==> src/rtl/mcba_pkg.sv <==
package mcba_pkg;

  // 1 when a nonempty request set is fully covered by the available set
  function automatic logic all_won(input logic [31:0] req, input logic [31:0] avail);
    return (req != 32'd0) && ((req & ~avail) == 32'd0);
  endfunction

  // index of the lowest clear bit among the first n bits, or n when none
  function automatic int lowest_zero(input logic [31:0] v, input int n);
    int res;
    res = n;
    for (int i = n - 1; i >= 0; i--) begin
      if (!v[i]) res = i;
    end
    return res;
  endfunction

  // next round-robin position after idx in a ring of n
  function automatic int ring_next(input int idx, input int n);
    return (idx + 1 >= n) ? 0 : idx + 1;
  endfunction

endpackage

==> src/rtl/mcba_la_split.sv <==
module mcba_la_split #(
  parameter int NP = 5
) (
  input  logic          la_valid,
  input  logic [NP-1:0] la_mask,
  input  logic [NP-1:0] out_avail,
  output logic          need,
  output logic          all_win,
  output logic [NP-1:0] la_win_mask,
  output logic [NP-1:0] avail_buf
);
  // one request per destination bit; all must be won for a bypass
  assign need        = la_valid && (la_mask != '0);
  assign all_win     = need && mcba_pkg::all_won(32'(la_mask), 32'(out_avail));
  assign la_win_mask = all_win ? la_mask : '0;
  // ports left over for buffered flits (partial wins are released)
  assign avail_buf   = out_avail & ~la_win_mask;
endmodule

==> src/rtl/mcba_rr_arb.sv <==
module mcba_rr_arb #(
  parameter int N = 4,
  localparam int W = (N > 1) ? $clog2(N) : 1
) (
  input  logic         clk,
  input  logic         rst_n,
  input  logic [N-1:0] req,
  output logic         gnt_any,
  output logic [W-1:0] gnt_idx
);
  logic [W-1:0] ptr_q;

  always_comb begin
    logic [W-1:0] cand;
    gnt_any = 1'b0;
    gnt_idx = '0;
    for (int k = 0; k < N; k++) begin
      cand = W'((int'(ptr_q) + k) % N);
      if (!gnt_any && req[cand]) begin
        gnt_any = 1'b1;
        gnt_idx = cand;
      end
    end
  end

  always_ff @(posedge clk) begin
    if (!rst_n)       ptr_q <= '0;
    else if (gnt_any) ptr_q <= W'(mcba_pkg::ring_next(int'(gnt_idx), N));
  end

  assert_gnt_has_req_R7: assert property (@(posedge clk) disable iff (!rst_n)
    gnt_any |-> req[gnt_idx]);
  assert_ptr_hold_R7: assert property (@(posedge clk) disable iff (!rst_n)
    !gnt_any |=> $stable(ptr_q));
  assert_no_idle_req_R7: assert property (@(posedge clk) disable iff (!rst_n)
    (req != '0) |-> gnt_any);
endmodule

==> src/rtl/mcba_slot_table.sv <==
module mcba_slot_table #(
  parameter int NP    = 5,
  parameter int NSLOT = 4,
  localparam int SW = (NSLOT > 1) ? $clog2(NSLOT) : 1
) (
  input  logic                clk,
  input  logic                rst_n,
  input  logic [NSLOT*NP-1:0] clr_flat,
  input  logic                wr_en,
  input  logic [SW-1:0]       wr_slot,
  input  logic [NP-1:0]       wr_mask,
  output logic [NSLOT*NP-1:0] rem_flat,
  output logic [NSLOT-1:0]    slot_valid
);
  genvar s;
  generate
    for (s = 0; s < NSLOT; s++) begin : g_slot
      logic [NP-1:0] rem_q;
      logic [NP-1:0] clr_s;
      assign clr_s = clr_flat[s*NP +: NP];

      always_ff @(posedge clk) begin
        if (!rst_n)                          rem_q <= '0;
        else if (wr_en && (int'(wr_slot) == s)) rem_q <= wr_mask;
        else                                 rem_q <= rem_q & ~clr_s;
      end

      assign rem_flat[s*NP +: NP] = rem_q;
      assign slot_valid[s]        = (rem_q != '0);

      // a grant may only clear a port the slot still needs
      assert_clr_subset_R8: assert property (@(posedge clk) disable iff (!rst_n)
        (clr_s & ~rem_q) == '0);
      // an empty mask frees the slot on the following cycle
      assert_free_on_empty_R8: assert property (@(posedge clk) disable iff (!rst_n)
        (rem_q != '0 && (rem_q & ~clr_s) == '0 && !(wr_en && int'(wr_slot) == s))
        |=> !slot_valid[s]);
    end
  endgenerate

  assert_wr_free_R5: assert property (@(posedge clk) disable iff (!rst_n)
    wr_en |-> !slot_valid[wr_slot]);
endmodule

==> src/rtl/mcast_bypass_alloc.sv <==
module mcast_bypass_alloc #(
  parameter int NP    = 5,
  parameter int NSLOT = 4,
  localparam int SW = (NSLOT > 1) ? $clog2(NSLOT) : 1
) (
  input  logic             clk,
  input  logic             rst_n,
  input  logic             la_valid,
  input  logic [NP-1:0]    la_mask,
  input  logic [NP-1:0]    out_avail,
  output logic             byp_en,
  output logic [NP-1:0]    xb_bypass,
  output logic [NP-1:0]    xb_valid,
  output logic [NP*SW-1:0] xb_slot,
  output logic             buf_wr,
  output logic [SW-1:0]    buf_wr_slot,
  output logic             ovf_err
);
  // lookahead side
  logic          need, all_win;
  logic [NP-1:0] la_win_mask, avail_buf;

  mcba_la_split #(.NP(NP)) i_split (
    .la_valid    (la_valid),
    .la_mask     (la_mask),
    .out_avail   (out_avail),
    .need        (need),
    .all_win     (all_win),
    .la_win_mask (la_win_mask),
    .avail_buf   (avail_buf)
  );

  // buffer slot state
  logic [NSLOT*NP-1:0] rem_flat, clr_flat;
  logic [NSLOT-1:0]    slot_valid;
  logic                wr_en, ovf_d;
  logic [SW-1:0]       wr_slot;
  int                  free_idx;

  assign free_idx = mcba_pkg::lowest_zero(32'(slot_valid), NSLOT);
  assign wr_en    = need && !all_win && (free_idx < NSLOT);
  assign ovf_d    = need && !all_win && (free_idx >= NSLOT);
  assign wr_slot  = SW'(free_idx);

  mcba_slot_table #(.NP(NP), .NSLOT(NSLOT)) i_slots (
    .clk        (clk),
    .rst_n      (rst_n),
    .clr_flat   (clr_flat),
    .wr_en      (wr_en),
    .wr_slot    (wr_slot),
    .wr_mask    (la_mask),
    .rem_flat   (rem_flat),
    .slot_valid (slot_valid)
  );

  // per-output-port round-robin among held slots
  logic [NP-1:0]    gnt_any;
  logic [SW-1:0]    gnt_idx [NP];
  logic [NP*SW-1:0] slot_sel_d;

  genvar p, s;
  generate
    for (p = 0; p < NP; p++) begin : g_port
      logic [NSLOT-1:0] arb_req;
      for (s = 0; s < NSLOT; s++) begin : g_req
        assign arb_req[s]           = rem_flat[s*NP + p] & avail_buf[p];
        assign clr_flat[s*NP + p]   = gnt_any[p] && (int'(gnt_idx[p]) == s);
      end
      mcba_rr_arb #(.N(NSLOT)) i_arb (
        .clk     (clk),
        .rst_n   (rst_n),
        .req     (arb_req),
        .gnt_any (gnt_any[p]),
        .gnt_idx (gnt_idx[p])
      );
      assign slot_sel_d[p*SW +: SW] = gnt_any[p] ? gnt_idx[p] : '0;
    end
  endgenerate

  // registered crossbar and buffer controls, valid in the flit's cycle
  always_ff @(posedge clk) begin
    if (!rst_n) begin
      byp_en      <= 1'b0;
      xb_bypass   <= '0;
      xb_valid    <= '0;
      xb_slot     <= '0;
      buf_wr      <= 1'b0;
      buf_wr_slot <= '0;
      ovf_err     <= 1'b0;
    end else begin
      byp_en      <= all_win;
      xb_bypass   <= la_win_mask;
      xb_valid    <= la_win_mask | gnt_any;
      xb_slot     <= slot_sel_d;
      buf_wr      <= wr_en;
      buf_wr_slot <= wr_en ? wr_slot : '0;
      ovf_err     <= ovf_d;
    end
  end

  // ---------------- assertions ----------------
  assert_idle_la_R2: assert property (@(posedge clk) disable iff (!rst_n)
    (!la_valid || la_mask == '0) |=> (!byp_en && !buf_wr && !ovf_err));
  assert_bypass_all_R3: assert property (@(posedge clk) disable iff (!rst_n)
    (la_valid && la_mask != '0 && (la_mask & ~out_avail) == '0)
    |=> (byp_en && xb_bypass == $past(la_mask)));
  assert_no_wr_on_bypass_R4: assert property (@(posedge clk) disable iff (!rst_n)
    !(byp_en && buf_wr));
  assert_partial_buffers_R5: assert property (@(posedge clk) disable iff (!rst_n)
    (la_valid && (la_mask & ~out_avail) != '0)
    |=> (!byp_en && xb_bypass == '0 && (buf_wr || ovf_err)));
  assert_la_priority_R6: assert property (@(posedge clk) disable iff (!rst_n)
    (gnt_any & la_win_mask) == '0);
  assert_avail_only_R9: assert property (@(posedge clk) disable iff (!rst_n)
    (xb_valid & ~$past(out_avail)) == '0);
  assert_ovf_no_wr_R10: assert property (@(posedge clk) disable iff (!rst_n)
    ovf_err |-> !buf_wr);
  assert_ovf_full_R10: assert property (@(posedge clk) disable iff (!rst_n)
    ovf_d |-> ($countones(slot_valid) == NSLOT));
endmodule

==> config.mk <==
export PLATFORM = sky130hd
export DESIGN_NAME = mcast_bypass_alloc
export DESIGN_NICKNAME = d
export VERILOG_FILES = /design/src/rtl/mcba_pkg.sv /design/src/rtl/mcba_la_split.sv /design/src/rtl/mcba_rr_arb.sv /design/src/rtl/mcba_slot_table.sv /design/src/rtl/mcast_bypass_alloc.sv
export SDC_FILE = /design/constraint.sdc
export NUM_CORES = 1
export LEC_CHECK = 0
export ABC_AREA = 1
export BUFFER_PORTS_ARGS = -buffer_cell sky130_fd_sc_hd__buf_2
export CAP_MARGIN = 20
export CORE_AREA = 5 5 106 108
export DETAILED_ROUTE_END_ITERATION = 8
export DIE_AREA = 0 0 111 113
export SLEW_MARGIN = 40
export SYNTH_ARGS = -nofsm -noshare
export SYNTH_HDL_FRONTEND = slang
export SYNTH_SLANG_ARGS = --single-unit
==> constraint.sdc <==
create_clock -name clk -period 5.4 [get_ports clk]
set_input_delay 0.81 -clock clk [delete_from_list [all_inputs] [get_ports clk]]
set_output_delay 0.81 -clock clk [all_outputs]
set_load 0.02 [all_outputs]
==> flow_metrics.py, run 1 <==
metrics = {
    "status": {
        "status": "finished, final reports clean",
    },
    "worst_setup_path": {
        "reg2reg_slack_ps": 3100,
        "required_ps": 5610,
        "cp-start-kind": "input pin",
        "rr_endpoint": "i_slots.g_slot[2].rem_q[0]",
        "end_kind": "flop",
        "crit_arrival_ps": 3080,
        "r2r_start": "g_port[0].i_arb.ptr_q[0]",
        "crit_fanout": 11,
        "critical_path_class": "in -> reg",
        "r2r_cells": 12,
    },
    "cells_and_area": {
        "regArea_mm2": 0.00110,
        "fillerInstances": 1051,
        "diodes": 0,
        "multiInputGateArea_mm2": 0.00256,
        "area_growth_pct": 7.93,
        "drive_gt1_frac": 0.256,
        "nNetsFinal": 581,
        "final_cells": 683,
    },
    "placement": {
        "dp.cells": 676,
        "io_buffers": 37,
        "gp_congestion": 0.852,
        "dp_hpwl_um": 7090,
    },
    "sta": {
        "finalSetupViolCount": 0,
        "fin_skew_ps": 5.44,
        "post-route-period-util": 0.531,
        "tns_ps": 0,
        "hold_viol": 0,
        "max_freq_ghz": 0.349,
        "fin_crit_ps": 2870,
        "rsz0062_at_grt": "false",
        "slew_violations": 0,
        "slew_headroom": 0.517,
        "tightest_slew_ps": 718,
    },
    "clock_tree": {
        "holdBufCountCts": 0,
        "htreeDepth": 2,
        "cts_post_setup_buffers_inserted": 0,
        "cts.clk_slew.worst_paths_ps": 100,
        "cts_resized": 0,
        "clock_sinks": 55,
        "cts-root-buf": "clkbuf_8",
        "cts_buffers": 5,
        "insertion_delay_ps": 300,
        "cts_tree": "built",
        "cts_buffer_depth": 2,
    },
    "floorplan": {
        "core_mm2": 0.0101,
        "die-area_mm2": 0.0125,
        "die_h_um": 113,
        "row_count": 37,
        "ios": 38,
        "fp.dieW_um": 111,
        "initial_utilization": 0.391,
    },
    "pwr": {
        "peakVddDrop_uv": 266,
        "p_leak_nw": 1.99,
        "power_density_mw_per_mm2": 565,
    },
    "global_routing": {
        "grt_usage": 0.149,
        "grt_pass1_wl_um": 15800,
        "grt_pass1_vias": 3270,
        "grt_max_degree": 32,
        "gr-total-overflow": 0,
        "antenna_found_initial": 2,
    },
    "yosys": {
        "ys_types": 36,
        "synth_fp_nets": 559,
        "ys_seq_elements": 55,
        "synth_top_flop_cell": "dfxtp_1",
        "synthArstFlopShare": 0,
        "ys_seq_area_frac": 0.278,
        "synth_area_mm2": 0.00396,
        "yosysWarnings": 0,
        "avgSynthCellArea_um2": 7.54,
        "synthCells": 525,
        "synth_edf_count": 0,
    },
    "drt": {
        "wl_per_cell_um": 13.3,
        "drt_iter0_drc": 232,
        "route.detailed.drc": 0,
        "vias": 3529,
        "firstDrtPassIters": 5,
        "ant_nets": 0,
        "routed_wl_um": 9120,
        "viasPerCell": 5.17,
    },
    "job": {
        "maxCapViolations": 0,
    },
    "hold_path": {
        "holdPathStages": 2,
        "min_path_type": "reg -> reg",
        "min_from": "i_slots.g_slot[1].rem_q[0]",
        "hold_end": "i_slots.g_slot[1].rem_q[0]",
    },
}
-- worst max path at each step --
stage	slack, ps	from	endpoint
floorplan	2550	out_avail[0]	g_port[1].i_arb.ptr_q[1]
global placement	2220	out_avail[3]	g_port[1].i_arb.ptr_q[1]
detailed placement	2200	out_avail[3]	g_port[1].i_arb.ptr_q[1]
CTS	2530	out_avail[3]	g_port[1].i_arb.ptr_q[1]
global route	2320	out_avail[3]	g_port[1].i_arb.ptr_q[1]
finish	2530	out_avail[3]	g_port[1].i_arb.ptr_q[1]
-- power by group --
part           total (W)  switching (W)  internal, W  leakage [nW]
registers       0.000597      0.0000965     0.000501         0.450
logic            0.00158        0.00103     0.000545          1.49
clock network   0.000236       0.000135     0.000101        0.0470
-- area by class of cell --
type	instances	share of cell area
inverter	44	0.0386
sequential	55	0.258
multi-input combinational	404	0.600
clock inverter	1	0.00117
tap	136	0.0398
timing repair buffer	37	0.0433
clock buffer	6	0.0193
-- registers in the layout, indices dropped and copies added, names as in the netlist --
signal / flops
xb_bypass: 5
byp_en: 1
xb_slot: 10
buf_wr_slot: 2
ovf_err: 1
g_port.i_arb.ptr_q: 10
xb_valid: 5
buf_wr: 1
i_slots.g_slot.rem_q: 20
-- synthesized netlist by cell type, types with 3 or more instances --
cell      number  area share
nor2_8         3       0.015
nand2_4        7       0.020
buf_6          4       0.011
nor3_1         9       0.011
clkbuf_1      11       0.010
a21oi_1       31       0.039
ha_1          21       0.066
a21oi_2        7       0.015
nand4_4       11       0.059
nor2_2         7       0.011
dfxtp_1       55        0.28
nand3_2       12       0.030
xnor2_1        3      0.0066
o21ai_0        8       0.010
buf_4          3      0.0057
o21ai_1        6      0.0076
inv_2         14       0.013
nor2_1        26       0.025
inv_1         30       0.028
nand2_1      126        0.12
nand2_2       19       0.030
nand4_1       39       0.062
nand3_1       49       0.062
nand4_2        6       0.019
-- cell families (layout without fill, tap and decap cells) --
| group | after synthesis | count (layout) | synth area share |
|---|---|---|---|
| compound gates | 58 | 58 | 0.0891 |
| xor+xnor | 5 | 5 | 0.0130 |
| fa+ha+maj | 21 | 21 | 0.0664 |
| buf+inv | 66 | 88 | 0.0742 |
| flops | 55 | 55 | 0.278 |
| simple gates | 320 | 320 | 0.479 |
-- cell usage in the layout, fill, tap and decap left out, types with 15 or more instances in the layout --
cell type  instances
nand2_1          126
dfxtp_1           55
nand3_1           49
nand4_1           39
buf_2             37
a21oi_1           31
inv_1             29
nor2_1            26
ha_1              21
nand2_2           19
inv_2             15
-- through the flow --
step	worst slack [ps]	util	cell area [µm²]	hold slack (ps)	total power [W]
after global placement	2220	0.413	4190	498	0.00218
final	2530	0.422	4270	512	0.00241
after CTS	2530	0.422	4270	512	0.00244
after floorplan	2550	-	3960	465	0.00190
after detailed placement	2200	0.413	4190	496	0.00220
after global routing	2320	0.422	4270	546	0.00266
-- per-layer routing --
| layer | GRT usage | vias to the layer above | share of wire |
|---|---|---|---|
| met3 | 0.0278 | 10 | 0.047 |
| met4 | 0.0296 | 4 | 0.0095 |
| li1 | - | 1826 | - |
| met2 | 0.239 | 61 | 0.45 |
| met1 | 0.211 | 1628 | 0.49 |
| met5 | 0 | - | 0.0023 |
-- critical path, cell delays in order --
cell and delay [ps]:
buf_2 200, inv_1 90, nand2_2 80, o21ai_4 70, nor2_8 230, nand4_4 190, nand4_1 190, nand3_2 120
nand2_4 120, nand2_4 60, nor2_4 120, nor2_1 60, nand2_2 70, nand2_2 60, nand2_2 90, inv_2 40
ha_1 290, a21oi_1 110, nor2_1 50
No activity file was read; power rests on OpenSTA's default activity.
==> run 2, diff against run 1 <==
- clock period: 5.4 -> 2.4 ns (I/O delays scaled with it)
==> flow_metrics.py, run 2 (synthesis results as in run 1) <==
metrics = {
    "drt": {
        "firstDrtPassIters": 5,
        "vias": 3978,
        "route.detailed.drc": 0,
        "ant_nets": 0,
        "drt_iter0_drc": 218,
        "viasPerCell": 5.11,
        "wl_per_cell_um": 13.8,
        "routed_wl_um": 10700,
    },
    "clock_tree": {
        "cts_buffer_depth": 2,
        "holdBufCountCts": 0,
        "cts.clk_slew.worst_paths_ps": 100,
        "htreeDepth": 2,
        "cts_buffers": 5,
        "cts_tree": "built",
        "insertion_delay_ps": 310,
        "clock_sinks": 55,
        "cts-root-buf": "clkbuf_8",
    },
    "sta": {
        "fin_skew_ps": 6.70,
        "slew_violations": 0,
        "setup_slack_ps": 87.0,
        "post-route-period-util": 0.964,
        "fin_crit_ps": 2310,
        "hold_viol": 0,
        "slew_headroom": 0.549,
        "max_freq_ghz": 0.432,
        "finalSetupViolCount": 0,
        "tightest_slew_ps": 676,
    },
    "worst_setup_path": {
        "path_delay_family": "simple AND/OR/NAND/NOR gates",
        "path_cells": "buf_4, nor2_4, nand4_4, buf_12, nand4_4, nand4_1, nand3_2, nand2_4, a21oi_1, nor2_1, nand2_2, nand2_2, nand2_2, inv_2, ha_1, nand2_1, nand2_1, a21oi_2",
        "slowest_delay_ps": 220,
        "required_ps": 2650,
        "cp-start-kind": "input pin",
        "crit_arrival_ps": 2560,
        "crit_fanout": 5,
        "worst_path_max_delay_cell": "nand4_1",
        "end_kind": "flop",
        "path_buf_inv": 3,
        "crit_top_cell": "nand2_2",
        "critical_path_class": "in -> reg",
    },
    "placement": {
        "dp_slack_ps": -256,
        "place_area_mm2": 0.00474,
        "dp_hpwl_um": 7900,
        "gp_congestion": 0.857,
        "io_buffers": 37,
    },
    "cells_and_area": {
        "largest_register": "i_slots.g_slot.rem_q",
        "diodes": 0,
        "multiInputGateArea_mm2": 0.00276,
        "reg_top3": "i_slots.g_slot.rem_q: 20 flops, g_port.i_arb.ptr_q: 10 flops, xb_slot: 10 flops",
        "nNetsFinal": 676,
        "fillerInstances": 957,
        "area_growth_pct": 33.1,
        "regArea_mm2": 0.00110,
        "drive_gt1_frac": 0.397,
        "largest_reg_flops": 20,
        "finish.instance_area_mm2": 0.00527,
        "utilization": 0.520,
        "final_common_cell": "nand2_1",
        "layout_common_cells": "120 x nand2_1, 91 x buf_4, 55 x dfxtp_1, 46 x nand3_1, 39 x nand4_1",
    },
    "floorplan": {
        "ios": 38,
        "core_mm2": 0.0101,
        "row_count": 37,
        "fp.dieW_um": 111,
        "die_h_um": 113,
        "die-area_mm2": 0.0125,
        "initial_utilization": 0.391,
    },
    "global_routing": {
        "grt_pass1_vias": 3567,
        "gr-total-overflow": 0,
        "antenna_found_initial": 0,
        "grt_max_degree": 32,
        "grt_usage": 0.155,
        "grt_pass1_wl_um": 16300,
    },
    "status": {
        "status": "finished, final reports clean",
    },
    "pwr": {
        "peakVddDrop_uv": 555,
        "power_density_mw_per_mm2": 1260,
        "p_leak_nw": 2.47,
    },
    "job": {
        "maxCapViolations": 0,
    },
    "hold_path": {
        "min_path_type": "in -> reg",
    },
}
[run 2: worst min-delay path, stage by stage]
cell	delay, ps
buf_6	110
nand2_1	60
a21oi_1	60
[run 2: per-stage QoR]
stage | instances | total power (W) | setup TNS [ps] | hold WS [ps]
6_report | 779 | 0.00662 | 0 | 327
5_1_grt | 779 | 0.00717 | -153 | 334
4_1_cts | 756 | 0.00618 | 0 | 355
3_5_place_dp | 748 | 0.00565 | -3950 | 501
3_3_place_gp | 748 | 0.00553 | -2790 | 495
2_1_floorplan | 525 | 0.00431 | 0 | 465
[run 2: what timing repair did]
| action | in CTS | in global routing |
|---|---|---|
| resized for setup | 0 | 63 |
| setup endpoints to repair | 0 | 17 |
| buffers inserted | 0 | 22 |
[run 2: path summary, 6_finish.rpt]
kind / startpoint / end / slack, ps / depth (start not counted)
worst max-delay path: la_mask[0] / i_slots.g_slot[1].rem_q[1] / 90 / 18
worst min-delay path: la_mask[4] / i_slots.g_slot[1].rem_q[4] / 330 / 3
worst max register to register: g_port[1].i_arb.ptr_q[0] / i_slots.g_slot[1].rem_q[1] / 130 / 14
worst min register to register: i_slots.g_slot[1].rem_q[0] / i_slots.g_slot[1].rem_q[0] / 520 / 2
[run 2: final cells by class]
cell class / count / area share
Clock buffer: 7 / 0.0145
Inverter: 44 / 0.0332
Timing Repair Buffer: 131 / 0.187
Clock inverter: 1 / 0.000949
Tap cell: 136 / 0.0323
Multi-Input combinational cell: 405 / 0.523
Sequential cell: 55 / 0.209
[run 2: routing by layer]
layer / vias to the layer above / share of wire / global-route usage / wire (µm)
li1: 2020 / - / - / -
met3: 6 / 0.047 / 0.0262 / 500
met5: - / 0 / 0 / 0
met1: 1863 / 0.46 / 0.205 / 4940
met2: 89 / 0.49 / 0.268 / 5230
met4: 0 / 0.0056 / 0.0304 / 60
[run 2: power by group]
part / switching [W] / leakage [nW] / total [W] / internal, W
combinational: 0.00273 / 1.97 / 0.00477 / 0.00204
sequential: 0.000210 / 0.450 / 0.00134 / 0.00113
clock: 0.000309 / 0.0422 / 0.000515 / 0.000206
